<file path="src/rtl/chop_decim_pkg.sv">
package chop_decim_pkg;
    localparam int CIC_ORDER = 3;

    typedef enum logic [1:0] {
        HIST_NONE = 2'd0,
        HIST_ONE  = 2'd1,
        HIST_TWO  = 2'd2
    } hist_state_e;
endpackage

</file>
<file path="src/rtl/sinc3_stage.sv">
module sinc3_stage
    import chop_decim_pkg::*;
#(
    parameter int R_LOG2 = 4,
    parameter int W      = 2 + CIC_ORDER * R_LOG2
) (
    input  logic                clk,
    input  logic                rst_n,
    input  logic                bit_in,
    output logic                blk_first,
    output logic                blk_last,
    output logic                y_vld,
    output logic signed [W-1:0] y
);
    logic [R_LOG2-1:0]   phase_cnt;
    logic signed [W-1:0] x_val;
    logic signed [W-1:0] integ   [CIC_ORDER];
    logic signed [W-1:0] integ_n [CIC_ORDER];
    logic signed [W-1:0] cdly    [CIC_ORDER];
    logic signed [W-1:0] comb_n  [CIC_ORDER];

    assign blk_first = (phase_cnt == '0);
    assign blk_last  = (phase_cnt == '1);
    assign x_val     = bit_in ? W'(1) : {W{1'b1}};

    // integrators include the current sample (no added delay)
    always_comb begin
        integ_n[0] = integ[0] + x_val;
        for (int j = 1; j < CIC_ORDER; j++)
            integ_n[j] = integ[j] + integ_n[j-1];
        comb_n[0] = integ_n[CIC_ORDER-1] - cdly[0];
        for (int j = 1; j < CIC_ORDER; j++)
            comb_n[j] = comb_n[j-1] - cdly[j];
    end

    always_ff @(posedge clk) begin
        if (!rst_n) begin
            phase_cnt <= '0;
            y_vld     <= 1'b0;
            y         <= '0;
            for (int j = 0; j < CIC_ORDER; j++) begin
                integ[j] <= '0;
                cdly[j]  <= '0;
            end
        end else begin
            phase_cnt <= phase_cnt + 1'b1;
            y_vld     <= blk_last;
            for (int j = 0; j < CIC_ORDER; j++)
                integ[j] <= integ_n[j];
            if (blk_last) begin
                cdly[0] <= integ_n[CIC_ORDER-1];
                for (int j = 1; j < CIC_ORDER; j++)
                    cdly[j] <= comb_n[j-1];
                y <= comb_n[CIC_ORDER-1];
            end
        end
    end
endmodule

</file>
<file path="src/rtl/dechop_unit.sv">
module dechop_unit
    import chop_decim_pkg::*;
#(
    parameter int W = 14
) (
    input  logic                clk,
    input  logic                rst_n,
    input  logic                chop,
    input  logic                blk_first,
    input  logic                blk_last,
    input  logic                y_vld,
    input  logic signed [W-1:0] y,
    output logic                clean_q,
    output logic                d_vld,
    output logic signed [W-1:0] d
);
    hist_state_e state, state_n;
    logic cur_ph, cur_u, blk_u, clean_n, ph_q;
    logic h1_u, h1_p, h2_u, h2_p;

    assign blk_u = cur_u && (chop == cur_ph);

    // state register
    always_ff @(posedge clk) begin
        if (!rst_n) state <= HIST_NONE;
        else        state <= state_n;
    end

    // transitions, taken on the last sample of a block
    always_comb begin
        state_n = state;
        if (blk_last) begin
            unique case (state)
                HIST_NONE: state_n = HIST_ONE;
                HIST_ONE:  state_n = HIST_TWO;
                HIST_TWO:  state_n = HIST_TWO;
                default:   state_n = HIST_NONE;
            endcase
        end
    end

    // outputs: cleanliness of the block now ending
    always_comb begin
        unique case (state)
            HIST_NONE: clean_n = blk_u;
            HIST_ONE:  clean_n = blk_u && h1_u && (h1_p == cur_ph);
            HIST_TWO:  clean_n = blk_u && h1_u && (h1_p == cur_ph)
                                 && h2_u && (h2_p == cur_ph);
            default:   clean_n = 1'b0;
        endcase
    end

    always_ff @(posedge clk) begin
        if (!rst_n) begin
            cur_ph  <= 1'b0;
            cur_u   <= 1'b0;
            h1_u    <= 1'b0;
            h1_p    <= 1'b0;
            h2_u    <= 1'b0;
            h2_p    <= 1'b0;
            clean_q <= 1'b0;
            ph_q    <= 1'b0;
            d_vld   <= 1'b0;
            d       <= '0;
        end else begin
            if (blk_first) begin
                cur_ph <= chop;
                cur_u  <= 1'b1;
            end else if (chop != cur_ph) begin
                cur_u <= 1'b0;
            end
            if (blk_last) begin
                h2_u    <= h1_u;
                h2_p    <= h1_p;
                h1_u    <= blk_u;
                h1_p    <= cur_ph;
                clean_q <= clean_n;
                ph_q    <= cur_ph;
            end
            d_vld <= y_vld;
            if (y_vld && clean_q)
                d <= ph_q ? -y : y;
        end
    end
endmodule

</file>
<file path="src/rtl/boxcar_stage.sv">
module boxcar_stage #(
    parameter int W_IN   = 14,
    parameter int R_LOG2 = 4,
    parameter int W_OUT  = W_IN + R_LOG2
) (
    input  logic                    clk,
    input  logic                    rst_n,
    input  logic                    d_vld,
    input  logic signed [W_IN-1:0]  d,
    output logic                    dout_vld,
    output logic signed [W_OUT-1:0] dout
);
    logic [R_LOG2-1:0]       cnt;
    logic signed [W_OUT-1:0] acc, d_ext, sum_n;

    assign d_ext = {{(W_OUT-W_IN){d[W_IN-1]}}, d};
    assign sum_n = acc + d_ext;

    always_ff @(posedge clk) begin
        if (!rst_n) begin
            cnt      <= '0;
            acc      <= '0;
            dout     <= '0;
            dout_vld <= 1'b0;
        end else begin
            dout_vld <= 1'b0;
            if (d_vld) begin
                cnt <= cnt + 1'b1;
                if (cnt == '1) begin
                    dout     <= sum_n;
                    dout_vld <= 1'b1;
                    acc      <= '0;
                end else begin
                    acc <= sum_n;
                end
            end
        end
    end
endmodule

</file>
<file path="src/rtl/chop_decim.sv">
module chop_decim
    import chop_decim_pkg::*;
#(
    parameter  int R1_LOG2 = 4,
    parameter  int R2_LOG2 = 4,
    localparam int W1      = 2 + CIC_ORDER * R1_LOG2,
    localparam int W2      = W1 + R2_LOG2
) (
    input  logic          clk,
    input  logic          rst_n,
    input  logic          bit_in,
    input  logic          chop_ph,
    output logic [W2-1:0] dout,
    output logic          dout_vld
);
    logic                 blk_first, blk_last, s1_vld, dc_clean, dc_vld;
    logic signed [W1-1:0] s1_y, dc_d;
    logic signed [W2-1:0] s2_out;

    sinc3_stage #(.R_LOG2(R1_LOG2), .W(W1)) u_s1 (
        .clk(clk), .rst_n(rst_n), .bit_in(bit_in),
        .blk_first(blk_first), .blk_last(blk_last),
        .y_vld(s1_vld), .y(s1_y)
    );

    dechop_unit #(.W(W1)) u_dc (
        .clk(clk), .rst_n(rst_n), .chop(chop_ph),
        .blk_first(blk_first), .blk_last(blk_last),
        .y_vld(s1_vld), .y(s1_y),
        .clean_q(dc_clean), .d_vld(dc_vld), .d(dc_d)
    );

    boxcar_stage #(.W_IN(W1), .R_LOG2(R2_LOG2), .W_OUT(W2)) u_s2 (
        .clk(clk), .rst_n(rst_n), .d_vld(dc_vld), .d(dc_d),
        .dout_vld(dout_vld), .dout(s2_out)
    );

    assign dout = s2_out;
endmodule

</file>
<file path="config.mk">
export PLATFORM = sky130hd
export DESIGN_NAME = chop_decim
export DESIGN_NICKNAME = d
export VERILOG_FILES = /design/src/rtl/chop_decim_pkg.sv /design/src/rtl/sinc3_stage.sv /design/src/rtl/dechop_unit.sv /design/src/rtl/boxcar_stage.sv /design/src/rtl/chop_decim.sv
export SDC_FILE = /design/constraint.sdc
export NUM_CORES = 1
export LEC_CHECK = 0
export ABC_AREA = 1
export BUFFER_PORTS_ARGS = -buffer_cell sky130_fd_sc_hd__clkbuf_2
export CAP_MARGIN = 20
export CORE_ASPECT_RATIO = 0.5
export CORE_MARGIN = 8
export CORE_UTILIZATION = 45
export CTS_CLUSTER_SIZE = 40
export DETAILED_ROUTE_END_ITERATION = 6
export SETUP_SLACK_MARGIN = 0.5
export SLEW_MARGIN = 10
export SYNTH_ARGS = -nofsm -noshare
export SYNTH_HDL_FRONTEND = slang
export SYNTH_SLANG_ARGS = --single-unit
export TNS_END_PERCENT = 30
</file>
<file path="constraint.sdc">
create_clock -name clk -period 11 [get_ports clk]
set_clock_uncertainty 0.15 [all_clocks]
set_input_delay 1.1 -clock clk [delete_from_list [all_inputs] [get_ports clk]]
set_output_delay 1.1 -clock clk [all_outputs]
set_load 0.01 [all_outputs]
</file>
# After elaboration in Yosys (flattened, before gate mapping)
# Memory sizes are Yosys's and may differ from the RTL's.
# Index checks and enable logic that the tools add are counted.
dict set report word_totals {
  output_inout_bits 19
  inputBits 4
  n_memories 2
  register_bits 84
  mem_bits_rw 84
  word_cells 74
}
# memory words width rd rd_clocked_by_memory_dff write_ports line
set mem_list {}
lappend mem_list {u_s1.cdly 3 14 3 0 3 sinc3_stage.sv:19} ;# logic signed [W-1:0] cdly [CIC_ORDER];
lappend mem_list {u_s1.integ 3 14 3 0 3 sinc3_stage.sv:17} ;# logic signed [W-1:0] integ [CIC_ORDER];
dict set report classes {
  n_eq_ne 8
  mux 19
  n_addsub 10
  n_reduce_logical 12
  n_bitwise 6
}
# cell n
set op_table {}
lappend op_table {{two-way mux 14 bit} 8}
lappend op_table {{adder 14 bit} 3}
lappend op_table {{subtractor 14 bit} 3}
lappend op_table {{adder 18 x 14 -> 18 bit} 1}
lappend op_table {{two-way mux 18 bit} 1}
lappend op_table {{negator 14 bit} 1}
lappend op_table {{adder 4 x 1 -> 4 bit (second input constant)} 2}
lappend op_table {{equality test 4 bit (second input constant)} 2}
lappend op_table {{two-way mux 1 bit} 8}
lappend op_table {{logical AND 1 bit} 6}
lappend op_table {{OR 1 bit} 6}
lappend op_table {{zero test 4 bit} 1}
lappend op_table {{case mux 2 bit (2 select lines)} 1}
lappend op_table {{AND reduction 2 bit} 2}
lappend op_table {{equality test 1 bit} 3}
lappend op_table {{case mux 1 bit (3 select lines)} 1}
lappend op_table {{equality test 2 x 1 -> 1 bit (second input constant)} 1}
lappend op_table {{equality test 2 bit (second input constant)} 1}
lappend op_table {{zero test 2 bit} 1}
lappend op_table {{nonzero test 2 bit} 1}
lappend op_table {{OR reduction 2 bit} 1}
lappend op_table {{!= test 1 bit} 1}

# Depth between registers and ports, before layout
dict set report depth {
  depth_word 7
  ltp_mapped 49
  depth_no_buf 49
}

# By module
# From an unflattened synthesis, not the netlist that was laid out.
dict set report unflattened {
  hier_cells 1498
  area_unflattened_um2 10926.7
}
# module cells_each area_each_um2 instances seq_area_each_um2
set by_module_without_submodules {}
lappend by_module_without_submodules {sinc3_stage 897 6924.1 1 2482.4}
lappend by_module_without_submodules {boxcar_stage 395 2621.3 1 820.8}
lappend by_module_without_submodules {dechop_unit 206 1381.3 1 480.5}

# Least setup slack after synthesis
# No wires, ideal clock.
dict set report synth_timing {
  kind {input port to flip-flop}
  start {input port bit_in}
  end {register u_s1.y[13]}
  t_arrival_ns 7.270
  setup_ns 0.058
  path_buffers 0
  slack_ns 3.522
  stages 44
  required_time_ns 10.792
  path_cell_list {inv_1 > fa_1 > inv_1 > fa_1 > nor2_1 > o21ai_0 > nand2_1 > xor2_1 > inv_1 > ha_1 > a21oi_1 > o21ai_0 > a21oi_1 > inv_1 > nand2_1 > nand2_1 > a21oi_1 > xor2_1 > [... 8 more ...] > a211oi_1 > nand3_1 > xnor2_1 > inv_1 > ha_1 > nand2_1 > nor3_1 > nand3_1 > o2111ai_1 > nand2_1 > inv_1 > nor2_1 > o21bai_1 > xor2_1 > inv_1 > nand3_1 > nand3_1 > nand2_1}
}
# element line
set synth_rtl {}
lappend synth_rtl {{from (decl)} chop_decim.sv:11} ;# input logic bit_in,
lappend synth_rtl {{to (signal assigned)} sinc3_stage.sv:54} ;# y <= comb_n[CIC_ORDER-1];
lappend synth_rtl {{to (decl)} sinc3_stage.sv:13} ;# output logic signed [W-1:0] y

==> run_summary.xml <==
<?xml version="1.0" encoding="UTF-8"?>
<metrics>
  <group name="cts">
    <metric name="clk_transition_reported_paths" unit="ps">60</metric>
    <metric name="post_cts_buffers" unit="">0</metric>
    <metric name="cts.repair.resized" unit="">0</metric>
    <metric name="cts_hold_fix_bufs" unit="">0</metric>
    <metric name="cts_inserted_buffers" unit="">17</metric>
    <metric name="clockRootBuffer" unit="">sky130_fd_sc_hd__clkbuf_16</metric>
    <metric name="cts_buffer_depth" unit="">2</metric>
    <metric name="htreeDepth" unit="">4</metric>
    <metric name="worstSkewPairLatency" unit="ps">440</metric>
    <metric name="cts_sinks" unit="">168</metric>
    <metric name="cts_tree" unit="">done</metric>
  </group>
  <group name="timing">
    <metric name="setup_total_negative_slack" unit="ps">0</metric>
    <metric name="rsz0062_at_grt" unit="">no</metric>
    <metric name="setup-violations-final" unit="">0</metric>
    <metric name="max_slew.worst_pin.slew" unit="ps">907</metric>
    <metric name="final-max-slew-violation-count" unit="">0</metric>
    <metric name="timing.final.hold_violations" unit="">0</metric>
    <metric name="max_clock_freq" unit="MHz">126</metric>
    <metric name="timing.slew.headroom" unit="">0.395</metric>
    <metric name="post-route-period-util" unit="">0.724</metric>
    <metric name="final_period_minus_worst_setup_slack" unit="ps">7970</metric>
  </group>
  <group name="synthesis">
    <metric name="ys_async_sr_fraction" unit="">0</metric>
    <metric name="postSynthCellCount" unit="">1357</metric>
    <metric name="flip_flop_and_latch_count_after_synthesis" unit="">168</metric>
    <metric name="post_synth_most_frequent_cells" unit="">sky130_fd_sc_hd__inv_1, sky130_fd_sc_hd__nand2_1, sky130_fd_sc_hd__nor2_1</metric>
    <metric name="yosysMostFrequentCell" unit="">sky130_fd_sc_hd__inv_1</metric>
    <metric name="number_of_nets_in_the_synthesized_netlist" unit="">1472</metric>
    <metric name="synth-warning-count" unit="">0</metric>
    <metric name="synth_edf_count" unit="">42</metric>
    <metric name="synthesis.area_per_instance" unit="sq um">7.63</metric>
    <metric name="synth_seq_area_share" unit="">0.366</metric>
    <metric name="synthesis.area" unit="sq um">10400</metric>
    <metric name="synth_top_flop_cell" unit="">sky130_fd_sc_hd__dfxtp_1</metric>
    <metric name="netlist_top_cells_area" unit="">sky130_fd_sc_hd__dfxtp_1, sky130_fd_sc_hd__ha_1, sky130_fd_sc_hd__edfxtp_1</metric>
    <metric name="share_of_the_synthesized_area_in_the_top_cell_type" unit="">0.244</metric>
    <metric name="post-synth-top-area-cell" unit="">sky130_fd_sc_hd__dfxtp_1</metric>
    <metric name="post_synth_num_cell_types" unit="">45</metric>
  </group>
  <group name="layout">
    <metric name="final_net_count" unit="">1491</metric>
    <metric name="insertedDiodeCount" unit="">0</metric>
    <metric name="fraction_of_layout_instances_using_a_drive_strength_above_1" unit="">0.0598</metric>
    <metric name="area_growth" unit="%">9.59</metric>
    <metric name="fillerInstances" unit="">2196</metric>
  </group>
  <group name="grt">
    <metric name="grt_first_pass_wirelength" unit="mm">34.5</metric>
    <metric name="via_count_of_the_first_global_routing_pass" unit="">7922</metric>
    <metric name="grt_max_degree" unit="">76</metric>
    <metric name="grt_antenna_before_repair" unit="">0</metric>
    <metric name="track_usage" unit="">0.146</metric>
    <metric name="grt_remaining_overflow" unit="">0</metric>
  </group>
  <group name="outcome">
    <metric name="outcome" unit="">finished clean</metric>
  </group>
  <group name="critical_path">
    <metric name="setup.worst_path.class" unit="">in -&gt; reg</metric>
    <metric name="worst_ep_arrival_time" unit="ps">8200</metric>
    <metric name="cpPeakStageDelay" unit="ps">660</metric>
    <metric name="cp_data_required_time" unit="ps">11230</metric>
    <metric name="critPathMostFrequentCell" unit="">sky130_fd_sc_hd__inv_1</metric>
    <metric name="worst_setup_path_start_kind" unit="">input port</metric>
    <metric name="crit_slowest_cell" unit="">sky130_fd_sc_hd__fa_1</metric>
    <metric name="end_kind" unit="">flop</metric>
    <metric name="worst-path-max-fanout" unit="">13</metric>
  </group>
  <group name="route">
    <metric name="drtPass1Iterations" unit="">5</metric>
    <metric name="drt-wirelength-per-cell" unit="um">12.1</metric>
    <metric name="number_of_nets_with_antenna_violations_after_detailed_routing" unit="">0</metric>
    <metric name="drc" unit="">0</metric>
    <metric name="total_via_count_in_the_routed_design" unit="">8225</metric>
    <metric name="drt-vias-per-instance" unit="">4.85</metric>
    <metric name="drt_first_iter_violations" unit="">469</metric>
    <metric name="drt_wl_total" unit="mm">20.6</metric>
  </group>
  <group name="floorplan">
    <metric name="area_of_the_die" unit="sq um">28400</metric>
    <metric name="chipHeight" unit="um">123</metric>
    <metric name="floorplan.die.width" unit="um">230</metric>
    <metric name="io_pins" unit="">23</metric>
    <metric name="initial_core_util" unit="">0.456</metric>
    <metric name="core" unit="sq um">22700</metric>
    <metric name="fp-row-count" unit="">39</metric>
  </group>
  <group name="min_path">
    <metric name="hold_path.class" unit="">reg -&gt; reg</metric>
  </group>
  <group name="placement">
    <metric name="gp_routability_congestion" unit="">0.824</metric>
    <metric name="dpl.hpwl" unit="mm">15.3</metric>
    <metric name="port_buffers" unit="">22</metric>
  </group>
  <group name="run">
    <metric name="max_cap_viols" unit="">0</metric>
  </group>
</metrics>
==> layout by cell type (no fill, tap or decap), types with 22 or more instances in the layout <==
cell type	count
sky130_fd_sc_hd__dfxtp_1	126
sky130_fd_sc_hd__nand2_1	188
sky130_fd_sc_hd__ha_1	104
sky130_fd_sc_hd__xor2_1	66
sky130_fd_sc_hd__clkbuf_2	22
sky130_fd_sc_hd__nor3_1	24
sky130_fd_sc_hd__nand3_1	51
sky130_fd_sc_hd__nor2_1	169
sky130_fd_sc_hd__inv_1	261
sky130_fd_sc_hd__edfxtp_1	42
sky130_fd_sc_hd__a21oi_1	114
sky130_fd_sc_hd__o21ai_0	59
==> through the flow <==
step	instances	cell area, sq um	hold WS, ps	worst slack (ps)	util
detailed placement	1664	10800	286	2600	0.475
floorplan	1357	10400	264	3520	-
global route	1696	11300	324	2310	0.500
global placement	1664	10800	274	2780	0.475
finish	1696	11300	290	3030	0.500
CTS	1696	11300	295	2980	0.500
==> worst paths after layout <==
| kind | from | cells after the start | slack (ps) | end |
|---|---|---|---|---|
| worst min register to register | u_s1.y_vld | 2 | 290 | u_dc.d_vld |
| worst max register to register | u_s1.integ[0][0] | 43 | 3770 | u_s1.y[13] |
| worst min-delay path | u_s1.y_vld | 2 | 290 | u_dc.d_vld |
| worst max-delay path | bit_in | 45 | 3030 | u_s1.y[13] |
==> state kept, by name (all words and copies together) (netlist names) <==
| name | count |
|---|---|
| u_s1.cdly | 42 |
| u_s1.phase_cnt | 4 |
| u_dc.d_vld | 1 |
| u_dc.cur_ph | 1 |
| u_s1.y | 14 |
| u_dc.h2_u | 1 |
| u_s1.integ | 42 |
| u_s1.y_vld | 1 |
| u_dc.cur_u | 1 |
| u_dc.state | 2 |
| u_dc.ph_q | 1 |
| u_dc.clean_q | 1 |
| u_s2.dout_vld | 1 |
| u_dc.d | 14 |
| u_dc.h2_p | 1 |
| u_dc.h1_u | 1 |
| u_s2.acc | 18 |
| u_s2.cnt | 4 |
| u_s2.dout | 18 |
==> cell families (layout without fill, tap and decap cells) <==
logic type,count (synthesis),in the layout,synth area share
AND/OR/NAND/NOR,467,467,0.191
AO/OA/AOI/OAI,246,246,0.136
flip-flops,168,168,0.366
adder cells (fa/ha/maj),111,111,0.139
buffers and inverters,291,323,0.106
XOR/XNOR,74,74,0.0626
==> routing by layer <==
metal  up-vias  global-route usage  wire (um)
li1       4421                   -          -
met1      3698               0.163       9440
met2        74               0.267       9870
met3        32              0.0307        647
met4         0              0.0756        609
met5         -                   0          0
==> worst max-delay path, delay by kind of cell <==
kind | cells | cell delay [ps]
AO/OA/AOI/OAI | 8 | 1200
XOR/XNOR | 5 | 1030
adder cells (fa/ha/maj) | 6 | 2330
buffers and inverters | 9 | 820
AND/OR/NAND/NOR | 17 | 1710
==> area by class of cell <==
type	instances	area, sq um	area share
Tap cell	307	384	0.0339
Clock buffer	27	504	0.0445
Inverter	264	991	0.0874
Clock inverter	5	58.8	0.00518
Multi-Input combinational cell	898	5470	0.483
Timing Repair Buffer	27	148	0.0130
Sequential cell	168	3780	0.334
Power is left out: the tool's default activity adds up to more than one toggle a clock period on the data nets, which glitch-free logic cannot reach.
